**src/rtl/twowire_reg_slave_pkg.sv**
```systemverilog
package twowire_reg_slave_pkg;

  // Bus conditions seen by the control, derived from synchronized lines
  typedef struct packed {
    logic sclLvl;
    logic sclRise;
    logic sclFall;
    logic startCond;
    logic stopCond;
    logic sdaBit;
  } busEvt_t;

  // Strobes from control to datapath
  typedef struct packed {
    logic clrCnt;
    logic capBit;
    logic loadPtr;
    logic incPtr;
    logic loadTx;
    logic shiftTx;
    logic wrStb;
    logic rdStb;
  } dpCtl_t;

  typedef enum logic [2:0] {
    ST_IDLE,
    ST_ADDR,
    ST_ACK,
    ST_RX,
    ST_TX,
    ST_MACK
  } phase_t;

endpackage

```
**src/rtl/twowire_reg_slave_dp.sv**
```systemverilog
module twowire_reg_slave_dp
  import twowire_reg_slave_pkg::*;
#(
  parameter int NREG        = 9,
  parameter int SYNC_STAGES = 2
) (
  input  logic              clk,
  input  logic              rstN,
  input  logic              sclIn,
  input  logic              sdaIn,
  input  dpCtl_t            ctl,
  input  logic [NREG*8-1:0] rdData,
  output busEvt_t           evt,
  output logic              byteDone,
  output logic [7:0]        rxByte,
  output logic              txMsb,
  output logic [NREG-1:0]   regWrStb,
  output logic [NREG-1:0]   regRdStb,
  output logic [7:0]        wrData,
  output logic              snapPulse
);

  localparam int PTR_W = (NREG > 1) ? $clog2(NREG) : 1;
  localparam logic [PTR_W-1:0] LAST_PTR = PTR_W'(NREG - 1);

  logic [SYNC_STAGES-1:0] sclPipe, sdaPipe;
  logic sclD, sdaD, sclS, sdaS;
  logic [3:0] bitCnt;
  logic [7:0] rxShift, txShift, curByte;
  logic [PTR_W-1:0] ptr;
  logic [NREG-1:0] ptrHit;
  logic [7:0] regByte [NREG];
  logic wrapNow;

  // Synchronizers and one-cycle history for edge detection
  always_ff @(posedge clk or negedge rstN) begin
    if (!rstN) begin
      sclPipe <= '1;
      sdaPipe <= '1;
      sclD    <= 1'b1;
      sdaD    <= 1'b1;
    end else begin
      sclPipe <= {sclPipe[SYNC_STAGES-2:0], sclIn};
      sdaPipe <= {sdaPipe[SYNC_STAGES-2:0], sdaIn};
      sclD    <= sclS;
      sdaD    <= sdaS;
    end
  end

  assign sclS = sclPipe[SYNC_STAGES-1];
  assign sdaS = sdaPipe[SYNC_STAGES-1];

  assign evt.sclLvl    = sclS;
  assign evt.sclRise   = sclS & ~sclD;
  assign evt.sclFall   = ~sclS & sclD;
  assign evt.startCond = sclS & sclD & sdaD & ~sdaS;
  assign evt.stopCond  = sclS & sclD & ~sdaD & sdaS;
  assign evt.sdaBit    = sdaS;

  // Per-register byte slices and pointer decode
  for (genvar g = 0; g < NREG; g++) begin : g_reg
    assign regByte[g] = rdData[g*8 +: 8];
    assign ptrHit[g]  = (ptr == PTR_W'(g));
  end

  always_comb begin
    curByte = '0;
    for (int i = 0; i < NREG; i++) begin
      if (ptrHit[i]) curByte = regByte[i];
    end
  end

  assign wrapNow  = ctl.incPtr && (ptr == LAST_PTR);
  assign byteDone = (bitCnt == 4'd8);
  assign rxByte   = rxShift;
  assign txMsb    = txShift[7];

  always_ff @(posedge clk or negedge rstN) begin
    if (!rstN) begin
      bitCnt    <= '0;
      rxShift   <= '0;
      txShift   <= '1;
      ptr       <= '0;
      regWrStb  <= '0;
      regRdStb  <= '0;
      wrData    <= '0;
      snapPulse <= 1'b0;
    end else begin
      if (ctl.clrCnt)      bitCnt <= '0;
      else if (ctl.capBit) bitCnt <= bitCnt + 4'd1;

      if (ctl.capBit) rxShift <= {rxShift[6:0], sdaS};

      if (ctl.loadPtr)
        ptr <= (rxShift < 8'(NREG)) ? rxShift[PTR_W-1:0] : '0;
      else if (ctl.incPtr)
        ptr <= wrapNow ? '0 : ptr + 1'b1;

      if (ctl.loadTx)       txShift <= curByte;
      else if (ctl.shiftTx) txShift <= {txShift[6:0], 1'b1};

      regWrStb <= ctl.wrStb ? ptrHit : '0;
      regRdStb <= ctl.rdStb ? ptrHit : '0;
      if (ctl.wrStb) wrData <= rxShift;

      snapPulse <= evt.startCond | evt.stopCond | wrapNow;
    end
  end

  // at most one write strobe bit in any cycle
  assert_wr_onehot_R5: assert property (@(posedge clk) disable iff (!rstN)
    $onehot0(regWrStb));

  // at most one read strobe bit in any cycle
  assert_rd_onehot_R6: assert property (@(posedge clk) disable iff (!rstN)
    $onehot0(regRdStb));

  // pointer stays inside the map
  assert_ptr_range_R4: assert property (@(posedge clk) disable iff (!rstN)
    ptr <= LAST_PTR);

  // stepping from the last entry lands on entry zero
  assert_ptr_wrap_R7: assert property (@(posedge clk) disable iff (!rstN)
    (ctl.incPtr && ptr == LAST_PTR) |=> (ptr == '0));

  // a START is always followed by a snapshot pulse
  assert_start_snap_R9: assert property (@(posedge clk) disable iff (!rstN)
    evt.startCond |=> snapPulse);

endmodule

```
**src/rtl/twowire_reg_slave_ctrl.sv**
```systemverilog
module twowire_reg_slave_ctrl
  import twowire_reg_slave_pkg::*;
#(
  parameter logic [6:0] DEV_ADDR = 7'h68
) (
  input  logic       clk,
  input  logic       rstN,
  input  busEvt_t    evt,
  input  logic       byteDone,
  input  logic [7:0] rxByte,
  input  logic       txMsb,
  output dpCtl_t     ctl,
  output logic       sdaOe
);

  phase_t state, nxt;
  logic rdMode, nxtRd;
  logic ptrPending, nxtPend;
  logic mAck, nxtAck;

  always_comb begin
    nxt     = state;
    nxtRd   = rdMode;
    nxtPend = ptrPending;
    nxtAck  = mAck;
    ctl     = '0;
    if (evt.startCond) begin
      nxt        = ST_ADDR;
      ctl.clrCnt = 1'b1;
    end else if (evt.stopCond) begin
      nxt        = ST_IDLE;
      ctl.clrCnt = 1'b1;
    end else begin
      unique case (state)
        ST_IDLE: ;
        ST_ADDR: begin
          if (evt.sclRise && !byteDone) ctl.capBit = 1'b1;
          else if (evt.sclFall && byteDone) begin
            ctl.clrCnt = 1'b1;
            if (rxByte[7:1] == DEV_ADDR) begin
              nxt     = ST_ACK;
              nxtRd   = rxByte[0];
              nxtPend = !rxByte[0];
            end else begin
              nxt = ST_IDLE;
            end
          end
        end
        ST_ACK: begin
          if (evt.sclFall) begin
            ctl.clrCnt = 1'b1;
            if (rdMode) begin
              nxt        = ST_TX;
              ctl.loadTx = 1'b1;
              ctl.rdStb  = 1'b1;
            end else begin
              nxt = ST_RX;
            end
          end
        end
        ST_RX: begin
          if (evt.sclRise && !byteDone) ctl.capBit = 1'b1;
          else if (evt.sclFall && byteDone) begin
            ctl.clrCnt = 1'b1;
            nxt        = ST_ACK;
            if (ptrPending) begin
              ctl.loadPtr = 1'b1;
              nxtPend     = 1'b0;
            end else begin
              ctl.wrStb  = 1'b1;
              ctl.incPtr = 1'b1;
            end
          end
        end
        ST_TX: begin
          if (evt.sclRise && !byteDone) ctl.capBit = 1'b1;
          else if (evt.sclFall) begin
            if (byteDone) begin
              nxt        = ST_MACK;
              ctl.incPtr = 1'b1;
              ctl.clrCnt = 1'b1;
            end else begin
              ctl.shiftTx = 1'b1;
            end
          end
        end
        ST_MACK: begin
          if (evt.sclRise) nxtAck = !evt.sdaBit;
          else if (evt.sclFall) begin
            if (mAck) begin
              nxt        = ST_TX;
              ctl.loadTx = 1'b1;
              ctl.rdStb  = 1'b1;
              ctl.clrCnt = 1'b1;
            end else begin
              nxt = ST_IDLE;
            end
          end
        end
        default: nxt = ST_IDLE;
      endcase
    end
  end

  always_ff @(posedge clk or negedge rstN) begin
    if (!rstN) begin
      state      <= ST_IDLE;
      rdMode     <= 1'b0;
      ptrPending <= 1'b0;
      mAck       <= 1'b0;
    end else begin
      state      <= nxt;
      rdMode     <= nxtRd;
      ptrPending <= nxtPend;
      mAck       <= nxtAck;
    end
  end

  assign sdaOe = (state == ST_ACK) || ((state == ST_TX) && !txMsb);

  // a STOP always leaves SDA released in the next cycle
  assert_stop_release_R3: assert property (@(posedge clk) disable iff (!rstN)
    evt.stopCond |=> !sdaOe);

  // SDA drive changes only while SCL is low
  assert_sda_stable_high_R1: assert property (@(posedge clk) disable iff (!rstN)
    (evt.sclLvl && $past(evt.sclLvl) && !$past(evt.startCond) && !$past(evt.stopCond))
      |-> $stable(sdaOe));

  // write strobe and read load never share a cycle
  assert_strobe_excl_R5: assert property (@(posedge clk) disable iff (!rstN)
    !(ctl.wrStb && ctl.loadTx));

endmodule

```
**src/rtl/twowire_reg_slave.sv**
```systemverilog
module twowire_reg_slave
  import twowire_reg_slave_pkg::*;
#(
  parameter logic [6:0] DEV_ADDR    = 7'h68,
  parameter int         NREG        = 9,
  parameter int         SYNC_STAGES = 2
) (
  input  logic              clk,
  input  logic              rstN,
  input  logic              sclIn,
  input  logic              sdaIn,
  output logic              sdaOe,
  input  logic [NREG*8-1:0] rdData,
  output logic [NREG-1:0]   regWrStb,
  output logic [NREG-1:0]   regRdStb,
  output logic [7:0]        wrData,
  output logic              snapPulse
);

  busEvt_t    evt;
  dpCtl_t     ctl;
  logic       byteDone;
  logic [7:0] rxByte;
  logic       txMsb;

  twowire_reg_slave_ctrl #(.DEV_ADDR(DEV_ADDR)) u_ctrl (
    .clk      (clk),
    .rstN     (rstN),
    .evt      (evt),
    .byteDone (byteDone),
    .rxByte   (rxByte),
    .txMsb    (txMsb),
    .ctl      (ctl),
    .sdaOe    (sdaOe)
  );

  twowire_reg_slave_dp #(.NREG(NREG), .SYNC_STAGES(SYNC_STAGES)) u_dp (
    .clk       (clk),
    .rstN      (rstN),
    .sclIn     (sclIn),
    .sdaIn     (sdaIn),
    .ctl       (ctl),
    .rdData    (rdData),
    .evt       (evt),
    .byteDone  (byteDone),
    .rxByte    (rxByte),
    .txMsb     (txMsb),
    .regWrStb  (regWrStb),
    .regRdStb  (regRdStb),
    .wrData    (wrData),
    .snapPulse (snapPulse)
  );

endmodule

```
**config.mk**
```make
export PLATFORM = sky130hd
export DESIGN_NAME = twowire_reg_slave
export DESIGN_NICKNAME = d
export VERILOG_FILES = /design/src/rtl/twowire_reg_slave_pkg.sv /design/src/rtl/twowire_reg_slave_dp.sv /design/src/rtl/twowire_reg_slave_ctrl.sv /design/src/rtl/twowire_reg_slave.sv
export SDC_FILE = /design/constraint.sdc
export NUM_CORES = 1
export LEC_CHECK = 0
export ABC_AREA = 1
export BUFFER_PORTS_ARGS = -buffer_cell sky130_fd_sc_hd__buf_2
export CAP_MARGIN = 10
export CORE_AREA = 2 2 90 92
export CTS_BUF_LIST = sky130_fd_sc_hd__clkbuf_8
export DETAILED_ROUTE_END_ITERATION = 10
export DIE_AREA = 0 0 92 94
export PLACE_DENSITY_LB_ADDON = 0.2
export SETUP_SLACK_MARGIN = 0.3
export SLEW_MARGIN = 40
export SYNTH_ARGS = -nofsm -noshare
export SYNTH_HDL_FRONTEND = slang
export SYNTH_SLANG_ARGS = --single-unit
```
**constraint.sdc**
```tcl
create_clock -name clk -period 1.8 [get_ports clk]
set_input_delay 0.45 -clock clk [delete_from_list [all_inputs] [get_ports clk]]
set_output_delay 0.45 -clock clk [all_outputs]
set_load 0.02 [all_outputs]
```
==> impl_results.md <==
- Starting Density: 0.486
- Total Wirelength: about 13000 um
- Max FO, Critical Path: 3
- Vias in the first global route: 4151
- Dpl hpwl: between 7000 and 8000 um
- Crit path kind: flop to output port
- Syn Area/Cell: roughly 7.4 um^2
- Synthesized instance count: 497
- Synth Flop Type: dfrtp_1
- Commonest cells post-synth: 119 x nand2_1, 62 x inv_1, 62 x nor2_1
- Critical Path RT: 1.35 ns
- Clock slew at reported path FFs: 0.07 ns
- Yosys top cell by area: dfrtp_1
- Period utilization: 0.995
- Max Buffers Root-to-Sink: 2
- Initial antenna violation count: 0
- DRC: 0
- # placed instances: just over 700
- Yosys cell types: 38
- Largest net degree at the start of global routing: 26
- Syn Nets: 579
- Final setup viols: 0
- FF-to-FF path depth: 10
- Die area: between 8000 and 9000 um^2
- Sequential area share after synthesis: 0.432
- Unrepaired setup endpoints after global routing: yes
- Via density: roughly 5.2
- Num ports: roughly 100
- Worst-margin pin slew: just under 0.4 ns
- CTS tree: built
- Final worst slack: slightly below 0.009 ns
- IO Port Bufs: slightly above 100
- Clk_skew: 0.00748 ns
- Count leader, synth: nand2_1
- Startpoint types: flop
- Final GP Congestion: between 0.8 and 0.9
- Status: finished, final reports clean
- Synth Cell Area: between 3000 and 4000 um^2
- Synth warn: 0
- First-pass GRT wire length: between 15000 and 20000 um
- LEAKAGE: 3.02 nW
- Worst VDD drop: 978 uV
- Max_cap viols: 0
- Post-synth top area share: 0.332
- DRT iter0 DRCs: just under 300
- First-pass DRT Iterations: 5
- Clk_lat worst skew: approximately 0.35 ns
- Post-synth ARST share: 1.00
- Via count: about 4200
- Total Routing Usage GR: 0.281
- Ratio of cells with drive above 1 in the final layout: 0.522
- Synth Register Bits: 63
- Hold Crit Class: primary input to asynchronous set/reset pin
- Post-Layout Cell Count: about 800
- Slew margin rel.: 0.736
- Die width: around 90 um
- Setup TNS: 0 ns
- Reg-to-Reg Start: u_ctrl.state[1]
- Clock root buffer: clkbuf_8
- Slew Limit Fails: 0
- NumNets Final: between 700 and 800
- Wire length per cell: 16.8 um
- Critical path arrival: around 1.3 ns
- Core area: 7610 um^2
- Setup slack, reg-to-reg: about 0.03 ns
- Fill cells: around 550
- Pre-CTS setup slack: -0.0803 ns
- Pwr/cell area: just over 700 nW/um^2
- EDFF count, synth: 0
- ANT nets after route: 0
- Num rows: 32
- FMAX: between 500 and 600 MHz
- Htree depth: 3
- CTS Sinks: 63
- Area growth from synthesis to layout: 59.8%
- Worst setup EP type: output port
- Reg2reg end: u_dp.txShift[7]
- Hold buffers post-CTS: 0
- N_diodes: 0
- Hold Vio Cnt, Final: 0
- CTS Buf Count: 9
- Synth top area cells: dfrtp_1 33%, nand2_1 12%, dfstp_2 10%
- Tmin final: 1.79 ns
- Die Y: ~94 um
- Grt ovf: 0
[cells in the final DEF (no fill, tap or decap), types with 4 or more instances in the layout]
| cell type | count |
|---|---|
| buf_2 | 102 |
| o21a_1 | 5 |
| nor2_2 | 11 |
| clkbuf_8 | 11 |
| buf_12 | 6 |
| dfstp_2 | 14 |
| nor2_1 | 45 |
| a31oi_1 | 4 |
| nand2_2 | 21 |
| inv_1 | 48 |
| nand3_4 | 5 |
| ha_4 | 4 |
| nand2_1 | 93 |
| o21ai_1 | 20 |
| buf_6 | 21 |
| nor2_4 | 13 |
| nand4_1 | 9 |
| a21oi_1 | 10 |
| nand2_4 | 7 |
| buf_4 | 66 |
| o21ai_0 | 14 |
| dfrtp_2 | 4 |
| inv_2 | 18 |
| nand3b_1 | 8 |
| a21oi_2 | 9 |
| nand3_2 | 10 |
| nand3_1 | 25 |
| dfrtp_1 | 45 |
| inv_4 | 6 |
[sequential cells by signal (all words and copies together) (netlist names), 2 cells and up]
signal,cells
u_ctrl.state,3
u_dp.rxByte,8
u_dp.wrData,8
u_dp.sdaPipe,2
u_dp.sclPipe,2
u_dp.bitCnt,4
u_dp.regWrStb,9
u_dp.regRdStb,9
u_dp.ptr,4
u_dp.txShift,8
[layout make-up]
type | instances | area [um^2] | share of cell area
clock buffer | 11 | 151 | 0.0257
clock inverter | 5 | 72.6 | 0.0123
inverter | 72 | 298 | 0.0505
multi-input combinational | 345 | 2240 | 0.379
sequential | 63 | 1600 | 0.271
tap | 102 | 128 | 0.0216
timing repair buffer | 197 | 1410 | 0.239
timing repair inverter | 1 | 5.00 | 0.000848
[cell families after synthesis]
| family | count (synthesis) | synth area share |
|---|---|---|
| AOI/OAI and AO/OA | 74 | 0.113 |
| xor gates and xnor gates | 4 | 0.00948 |
| adders and majority gates | 6 | 0.0203 |
| buffers and inverters | 89 | 0.103 |
| DFF | 63 | 0.432 |
| and+or+nand+nor | 261 | 0.322 |
[routing by layer]
layer | global-route usage | vias to the layer above | part of all wire | routed length (um)
li1 | - | 1969 | - | -
met4 | 0.144 | 0 | 0.039 | 521
met1 | 0.321 | 1965 | 0.38 | 5050
met2 | 0.501 | 194 | 0.52 | 6950
met5 | 0 | - | 0 | 0
met3 | 0.0538 | 48 | 0.064 | 862
[power breakdown]
part	total, mW	switching [mW]	internal, mW
sequential	1.66	0.113	1.55
combinational	1.11	0.618	0.496
clock	1.41	0.570	0.844
[metrics by stage]
stage | hold WS [ns] | util | total power [mW] | area, um^2
4_1_cts | 0.0228 | 0.707 | 3.88 | 5380
3_5_place_dp | 0.348 | 0.589 | 2.26 | 4480
5_1_grt | 0.0234 | 0.776 | 4.36 | 5900
2_1_floorplan | 0.154 | - | 2.01 | 3790
6_report | 0.0128 | 0.776 | 4.19 | 5900
3_3_place_gp | 0.346 | 0.589 | 2.24 | 4480
[worst max-delay path by stage]
stage / slack [ns] / start / end / depth (start not counted)
after floorplan: 0.22 / u_dp.ptr[0] / u_dp.txShift[2] / 12
after global placement: -0.08 / u_dp.ptr[0] / u_dp.txShift[7] / 10
after detailed placement: -0.08 / u_dp.ptr[0] / u_dp.txShift[7] / 10
after CTS: 0.02 / u_ctrl.state[0] / sdaOe / 6
after global routing: -0.11 / u_ctrl.state[1] / u_dp.txShift[7] / 11
final: 0.009 / u_ctrl.state[1] / sdaOe / 6
[worst max-delay path, stage by stage, from the launching register on]
cell     delay (ns)
dfrtp_1        0.39
inv_2          0.11
nand2_4        0.07
nor2_4         0.09
inv_2          0.06
o21ai_2        0.14
buf_6          0.13
[what timing repair did]
item / CTS / global route
gates resized for setup: 80 / 94
pin swaps: 34 / 34
setup buffers: 47 / 25
setup endpoints to repair: 49 / 53
gates cloned: 2 / 2
Power figures use the tool's default switching activity.
